[config.mk]
export PLATFORM = sky130hd
export DESIGN_NAME = flash_status_unit
export DESIGN_NICKNAME = d
export VERILOG_FILES = /design/src/rtl/fsu_pkg.sv /design/src/rtl/fsu_status_bits.sv /design/src/rtl/fsu_read_mode.sv /design/src/rtl/fsu_bus_latch.sv /design/src/rtl/flash_status_unit.sv
export SDC_FILE = /design/constraint.sdc
export NUM_CORES = 1
export LEC_CHECK = 0
export ABC_AREA = 1
export BUFFER_PORTS_ARGS = -buffer_cell sky130_fd_sc_hd__buf_2
export CAP_MARGIN = 20
export CORE_MARGIN = 8
export CORE_UTILIZATION = 40
export CTS_BUF_LIST = sky130_fd_sc_hd__clkbuf_4
export DETAILED_ROUTE_END_ITERATION = 7
export GPL_ROUTABILITY_DRIVEN = 0
export PLACE_DENSITY = 0.77
export SETUP_SLACK_MARGIN = 0.02
export SLEW_MARGIN = 20
export SYNTH_ARGS = -nofsm -noshare
export SYNTH_HDL_FRONTEND = slang
export SYNTH_HIERARCHICAL = 1
export SYNTH_SLANG_ARGS = --single-unit
export TNS_END_PERCENT = 20
[constraint.sdc]
create_clock -name clk -period 1.75 [get_ports clk]
set_input_delay 0.4375 -clock clk [delete_from_list [all_inputs] [get_ports clk]]
set_output_delay 0.4375 -clock clk [all_outputs]
set_load 0.01 [all_outputs]
[src/rtl/fsu_pkg.sv]
package fsu_pkg;

    localparam int STAT_W = 8;
    localparam int CMD_W  = 8;

    localparam logic [STAT_W-1:0] STAT_RESET  = 8'h80;
    localparam logic [STAT_W-1:0] STICKY_MASK = 8'b0011_1010;

    localparam logic [CMD_W-1:0] OP_READ_STAT = 8'h70;
    localparam logic [CMD_W-1:0] OP_CLR_STAT  = 8'h50;
    localparam logic [CMD_W-1:0] OP_PROG_A    = 8'h40;
    localparam logic [CMD_W-1:0] OP_PROG_B    = 8'h10;
    localparam logic [CMD_W-1:0] OP_ERASE     = 8'h20;
    localparam logic [CMD_W-1:0] OP_LOCK      = 8'h60;
    localparam logic [CMD_W-1:0] OP_READ_ARR  = 8'hFF;

    typedef enum logic {
        MODE_ARRAY  = 1'b0,
        MODE_STATUS = 1'b1
    } rd_mode_e;

    typedef struct packed {
        logic busy;
        logic erase_susp;
        logic prog_susp;
        logic erase_err;
        logic prog_err;
        logic vpp_err;
        logic lock_err;
        logic seq_err;
    } eng_flags_t;

endpackage

[src/rtl/fsu_status_bits.sv]
module fsu_status_bits
    import fsu_pkg::*;
(
    input  logic              clk,
    input  logic              rst_n,
    input  logic              clr_hit,
    input  eng_flags_t        flags,
    output logic [STAT_W-1:0] stat_q
);

    typedef struct packed {
        logic [STAT_W-1:0] stat;
    } st_t;

    st_t st_d, st_q;
    logic [STAT_W-1:0] kept;
    logic [STAT_W-1:0] sets;

    always_comb begin
        kept = clr_hit ? '0 : (st_q.stat & STICKY_MASK);
        sets = '0;
        sets[5] = flags.erase_err | flags.seq_err;
        sets[4] = flags.prog_err  | flags.seq_err;
        sets[3] = flags.vpp_err;
        sets[1] = flags.lock_err;
        st_d.stat    = kept | sets;
        st_d.stat[7] = ~flags.busy;
        st_d.stat[6] = flags.erase_susp;
        st_d.stat[2] = flags.prog_susp;
        st_d.stat[0] = 1'b0;
    end

    always_ff @(posedge clk) begin
        if (!rst_n) st_q.stat <= STAT_RESET;
        else        st_q      <= st_d;
    end

    assign stat_q = st_q.stat;

    AST_READY_TRACKS_BUSY: assert property (@(posedge clk) disable iff (!rst_n)
        1'b1 |=> stat_q[7] == !$past(flags.busy));
    AST_STICKY_HOLD: assert property (@(posedge clk) disable iff (!rst_n)
        !clr_hit |=> ((stat_q & $past(stat_q) & STICKY_MASK) == ($past(stat_q) & STICKY_MASK)));
    AST_CLEAR_EMPTIES: assert property (@(posedge clk) disable iff (!rst_n)
        (clr_hit && !flags.erase_err && !flags.prog_err && !flags.vpp_err
         && !flags.lock_err && !flags.seq_err) |=> ((stat_q & STICKY_MASK) == '0));
    AST_SEQ_ERR_PAIR: assert property (@(posedge clk) disable iff (!rst_n)
        flags.seq_err |=> (stat_q[5] && stat_q[4]));
    AST_SET_BEATS_CLEAR: assert property (@(posedge clk) disable iff (!rst_n)
        (clr_hit && flags.vpp_err) |=> stat_q[3]);

endmodule

[src/rtl/fsu_read_mode.sv]
module fsu_read_mode
    import fsu_pkg::*;
(
    input  logic             clk,
    input  logic             rst_n,
    input  logic             cmd_valid,
    input  logic [CMD_W-1:0] cmd_code,
    output rd_mode_e         mode_q,
    output logic             clr_hit
);

    typedef struct packed {
        rd_mode_e mode;
    } md_t;

    md_t md_d, md_q;

    always_comb begin
        md_d    = md_q;
        clr_hit = cmd_valid && (cmd_code == OP_CLR_STAT);
        if (cmd_valid) begin
            unique case (cmd_code)
                OP_READ_STAT, OP_PROG_A, OP_PROG_B,
                OP_ERASE, OP_LOCK:  md_d.mode = MODE_STATUS;
                OP_READ_ARR:        md_d.mode = MODE_ARRAY;
                default:            md_d.mode = md_q.mode;
            endcase
        end
    end

    always_ff @(posedge clk) begin
        if (!rst_n) md_q.mode <= MODE_ARRAY;
        else        md_q      <= md_d;
    end

    assign mode_q = md_q.mode;

    AST_READ_STAT_ENTERS: assert property (@(posedge clk) disable iff (!rst_n)
        (cmd_valid && cmd_code == OP_READ_STAT) |=> mode_q == MODE_STATUS);
    AST_ARRAY_CMD: assert property (@(posedge clk) disable iff (!rst_n)
        (cmd_valid && cmd_code == OP_READ_ARR) |=> mode_q == MODE_ARRAY);
    AST_CLEAR_KEEPS_MODE: assert property (@(posedge clk) disable iff (!rst_n)
        (cmd_valid && cmd_code == OP_CLR_STAT) |=> $stable(mode_q));

endmodule

[src/rtl/fsu_bus_latch.sv]
module fsu_bus_latch
    import fsu_pkg::*;
(
    input  logic              clk,
    input  logic              rst_n,
    input  logic              burst_mode,
    input  logic              ce_n,
    input  logic              oe_n,
    input  logic              adv_n,
    input  logic [STAT_W-1:0] stat_q,
    output logic [STAT_W-1:0] snap_q
);

    typedef struct packed {
        logic              rd_prev;
        logic              ce_prev;
        logic              adv_prev;
        logic [STAT_W-1:0] snap;
    } lt_t;

    lt_t  lt_d, lt_q;
    logic rd_act;
    logic take;

    always_comb begin
        rd_act = !ce_n && !oe_n;
        if (burst_mode)
            take = (lt_q.ce_prev && !ce_n) || (lt_q.adv_prev && !adv_n);
        else
            take = rd_act && !lt_q.rd_prev;
        lt_d          = lt_q;
        lt_d.rd_prev  = rd_act;
        lt_d.ce_prev  = ce_n;
        lt_d.adv_prev = adv_n;
        if (take) lt_d.snap = stat_q;
    end

    always_ff @(posedge clk) begin
        if (!rst_n) begin
            lt_q.rd_prev  <= 1'b0;
            lt_q.ce_prev  <= 1'b1;
            lt_q.adv_prev <= 1'b1;
            lt_q.snap     <= STAT_RESET;
        end else begin
            lt_q <= lt_d;
        end
    end

    assign snap_q = lt_q.snap;

    AST_BURST_HOLD: assert property (@(posedge clk) disable iff (!rst_n)
        (burst_mode && !(lt_q.ce_prev && !ce_n) && !(lt_q.adv_prev && !adv_n))
        |=> $stable(snap_q));
    AST_ASYNC_CAPTURE: assert property (@(posedge clk) disable iff (!rst_n)
        (!burst_mode && !ce_n && !oe_n && !lt_q.rd_prev) |=> snap_q == $past(stat_q));

endmodule

[src/rtl/flash_status_unit.sv]
module flash_status_unit
    import fsu_pkg::*;
#(
    parameter int DATA_W = 16
) (
    input  logic              clk,
    input  logic              rst_n,
    input  logic              cmd_valid,
    input  logic [7:0]        cmd_code,
    input  logic              eng_busy,
    input  logic              eng_erase_susp,
    input  logic              eng_prog_susp,
    input  logic              eng_erase_err,
    input  logic              eng_prog_err,
    input  logic              eng_vpp_err,
    input  logic              eng_lock_err,
    input  logic              eng_seq_err,
    input  logic              burst_mode,
    input  logic              ce_n,
    input  logic              oe_n,
    input  logic              adv_n,
    input  logic [DATA_W-1:0] array_data,
    output logic [DATA_W-1:0] dq_out
);

    localparam int PAD_W = DATA_W - STAT_W;

    eng_flags_t        flags;
    rd_mode_e          mode_q;
    logic              clr_hit;
    logic [STAT_W-1:0] stat_q;
    logic [STAT_W-1:0] snap_q;

    always_comb begin
        flags.busy       = eng_busy;
        flags.erase_susp = eng_erase_susp;
        flags.prog_susp  = eng_prog_susp;
        flags.erase_err  = eng_erase_err;
        flags.prog_err   = eng_prog_err;
        flags.vpp_err    = eng_vpp_err;
        flags.lock_err   = eng_lock_err;
        flags.seq_err    = eng_seq_err;
    end

    fsu_read_mode u_mode (
        .clk       (clk),
        .rst_n     (rst_n),
        .cmd_valid (cmd_valid),
        .cmd_code  (cmd_code),
        .mode_q    (mode_q),
        .clr_hit   (clr_hit)
    );

    fsu_status_bits u_bits (
        .clk     (clk),
        .rst_n   (rst_n),
        .clr_hit (clr_hit),
        .flags   (flags),
        .stat_q  (stat_q)
    );

    fsu_bus_latch u_latch (
        .clk        (clk),
        .rst_n      (rst_n),
        .burst_mode (burst_mode),
        .ce_n       (ce_n),
        .oe_n       (oe_n),
        .adv_n      (adv_n),
        .stat_q     (stat_q),
        .snap_q     (snap_q)
    );

    always_comb begin
        if (mode_q == MODE_STATUS) dq_out = {{PAD_W{1'b0}}, snap_q};
        else                       dq_out = array_data;
    end

    AST_UPPER_ZERO: assert property (@(posedge clk) disable iff (!rst_n)
        (mode_q == MODE_STATUS) |-> dq_out[DATA_W-1:STAT_W] == '0);
    AST_ARRAY_PASS: assert property (@(posedge clk) disable iff (!rst_n)
        (mode_q == MODE_ARRAY) |-> dq_out == array_data);

endmodule

==> results.md <==
- Status: completed
- Syn Std Cell Area: 0.00107 mm^2
- Post-synth top area share: 35.5%
- Post-synthesis xor/xnor area fraction: 0%
- Final Max Slew Viols: 0
- Clock skew: 0.00659 ns
- Starting Density: 42.9%
- TritonCTS clock tree: done
- Row count: 18
- Net load switching power: 234 uW
- Post-synthesis compound-gate area fraction: 2.68%
- Final Hold Vio Count: 0
- Largest net degree at the start of global routing: 16
- RSZ-0062 raised after global routing: no
- Largest family of logic cells by synthesized area: simple AND/OR/NAND/NOR gates
- Critical path class: reg2out
- Most frequent cell after synthesis: nand2_1
- Reg clk slew, reported paths: 0.10 ns
- Ratio of cells with drive above 1 in the final layout: 32.7%
- DRC viols: 0
- Startpoint types: flip-flop
- Arrival time worst endpoint: 1.09 ns
- Core Region: 0.00250 mm^2
- Ranking of synthesized cells by area: dfxtp_1 35%, nand2_1 19%, nor2_1 11%
- Flops & latches, synth: 19
- # clock sinks: 19
- Cts hold-fix bufs: 0
- Post-route cell area: 0.00132 mm^2
- Worst vdd ir: 425 uV
- Fraction of registers with async set/reset: 0%
- First-pass GRT wire length: 3590 um
- Final wirelength: 2260 um
- Post-synthesis mux area share: 0%
- Vias in the first global route: 900
- Die area: 0.00459 mm^2
- Die Wd: 67.8 um
- Kind of end point of the critical path: output pin
- Resized Gates After CTS: 0
- Syn_nets: 212
- Setup TNS: 0 ns
- Max-Cap Viols: 0
- H-tree level count: 1
- Switch share: 26.4%
- Nets: 260
- Cell count of the worst reg-to-reg path: 6
- Clock root buffer: clkbuf_4
- Fin crit period: 1.53 ns
- Synth unique cells: 19
- Port bufs: 54
- Tot GR Track Use: 9.65%
- Via Count: 1050
- Worst skew pair latency: 0.28 ns
- Critical Path RT: 1.31 ns
- Via/cell ratio: 4.20
- Critical-path maximum fanout: 11
- Post-CTS Setup Bufs: 0
- Int Power: 651 uW
- CTS Buffer Depth: 2
- Post-DP HPWL: 1900 um
- Placed cell area: 0.00129 mm^2
- Synth Area in Simple Gates: 41.4%
- Power per cell area: 671 mW/mm^2
- Inserted Clock Buffers: 3
- Hold crit path type: in2reg
- Starting DRT DRC Count: 22
- Setup violators final: 0
- Post-Synth Adder-Cell Area: 0%
- Post-DRT Antenna Nets: 0
- Die Y-Extent: 67.8 um
- Routed len/inst: 9.04 um
- Top Ports: 55
- GRT overflow: 0
- Mapped Cells: 173
- Primary FF master, synth: dfxtp_1
- Synth warn: 6
- Sequential power share: 53.6%
- P_leak: 0.000791 uW
- Seq/Total Area, Yosys: 35.5%
- Overall Power: 886 uW
- Pre-Repair DR Iteration Count: 4
- Biggest area consumer among synthesized cells: dfxtp_1
- EDFF count, synth: 0
- Initial antenna violation count: 0
- Synthesized area per cell: 6.20 um^2
- Combinational share of power: 21.0%
- Final worst-path cycle share: 87.6%
- Layout area overhead: 23.1%
- Worst Hold Path Cells: 2
- Clk network pwr share: 25.4%
- # diodes: 0
- Most common library cells after synthesis: 54 x nand2_1, 30 x nor2_1, 27 x inv_1
- Fmax: 0.653 GHz
[cells by family after synthesis]
group | count (synthesis)
AND/OR/NAND/NOR | 105
AO/OA/AOI/OAI | 5
other | 1
buffers and inverters | 43
flip-flops | 19
[cell usage in the layout (no fill, tap or decap), types with 3 or more instances in the layout]
cell | synthesis | routed
nand2_1 | 54 | 54
buf_2 | 1 | 54
nor2_1 | 30 | 30
inv_1 | 27 | 27
dfxtp_1 | 19 | 18
nand3_1 | 12 | 12
inv_2 | 4 | 4
clkbuf_4 | 0 | 4
a21oi_1 | 4 | 4
nand2_2 | 3 | 3
[power by group through the flow]
stage | registers, uW | clock network [uW] | logic [uW]
2_1_floorplan | 482 | 0 | 131
3_3_place_gp | 484 | 0 | 186
3_5_place_dp | 485 | 0 | 188
4_1_cts | 475 | 236 | 189
5_1_grt | 479 | 263 | 214
6_report | 474 | 225 | 186
[layer usage]
metal  share of wire (%)  GRT usage (%)  up-vias
li1                    -              -      595
met1                  41           10.9      403
met2                  37           14.4       50
met3                  21           4.97        2
met4                 1.2           5.37        0
met5                   0              0        -
[critical path, cell delays in order, from the launching register on]
cell and delay, ns:
dfxtp_2 0.45, buf_4 0.19, nor2_1 0.05, buf_2 0.13
[final timing paths]
| path | from | end | slack (ns) |
|---|---|---|---|
| worst max-delay path | u_mode/mode_q | dq_out[10] | 0.22 |
| worst min-delay path | eng_busy | u_bits/stat_q[7] | 0.30 |
| worst max register to register | u_latch/lt_q[8] | u_latch/snap_q[2] | 0.87 |
| worst min register to register | u_bits/stat_q[7] | u_latch/snap_q[7] | 0.44 |
[area by class of cell]
class	instances	area (um^2)
Fill cell	262	1180
Multi-Input combinational cell	111	477
Sequential cell	19	382
Timing Repair Buffer	55	278
Inverter	31	116
Tap cell	30	37.5
Clock buffer	4	30.0
[registers in the layout (all words and copies together), names as in the netlist]
name and flops:
u_latch/lt_q 3, u_bits/stat_q 7, u_mode/mode_q 1, u_latch/snap_q 8
[stage by stage]
step	cells	hold WS (ns)	setup slack, ns	utilization [%]
after global routing	250	0.276	0.0984	52.8
after detailed placement	246	0.420	0.367	51.6
final	250	0.295	0.218	52.8
after CTS	250	0.289	0.0648	52.8
after floorplan	173	0.406	0.556	-
after global placement	246	0.418	0.392	51.6
(Power assumes the default switching activity.)
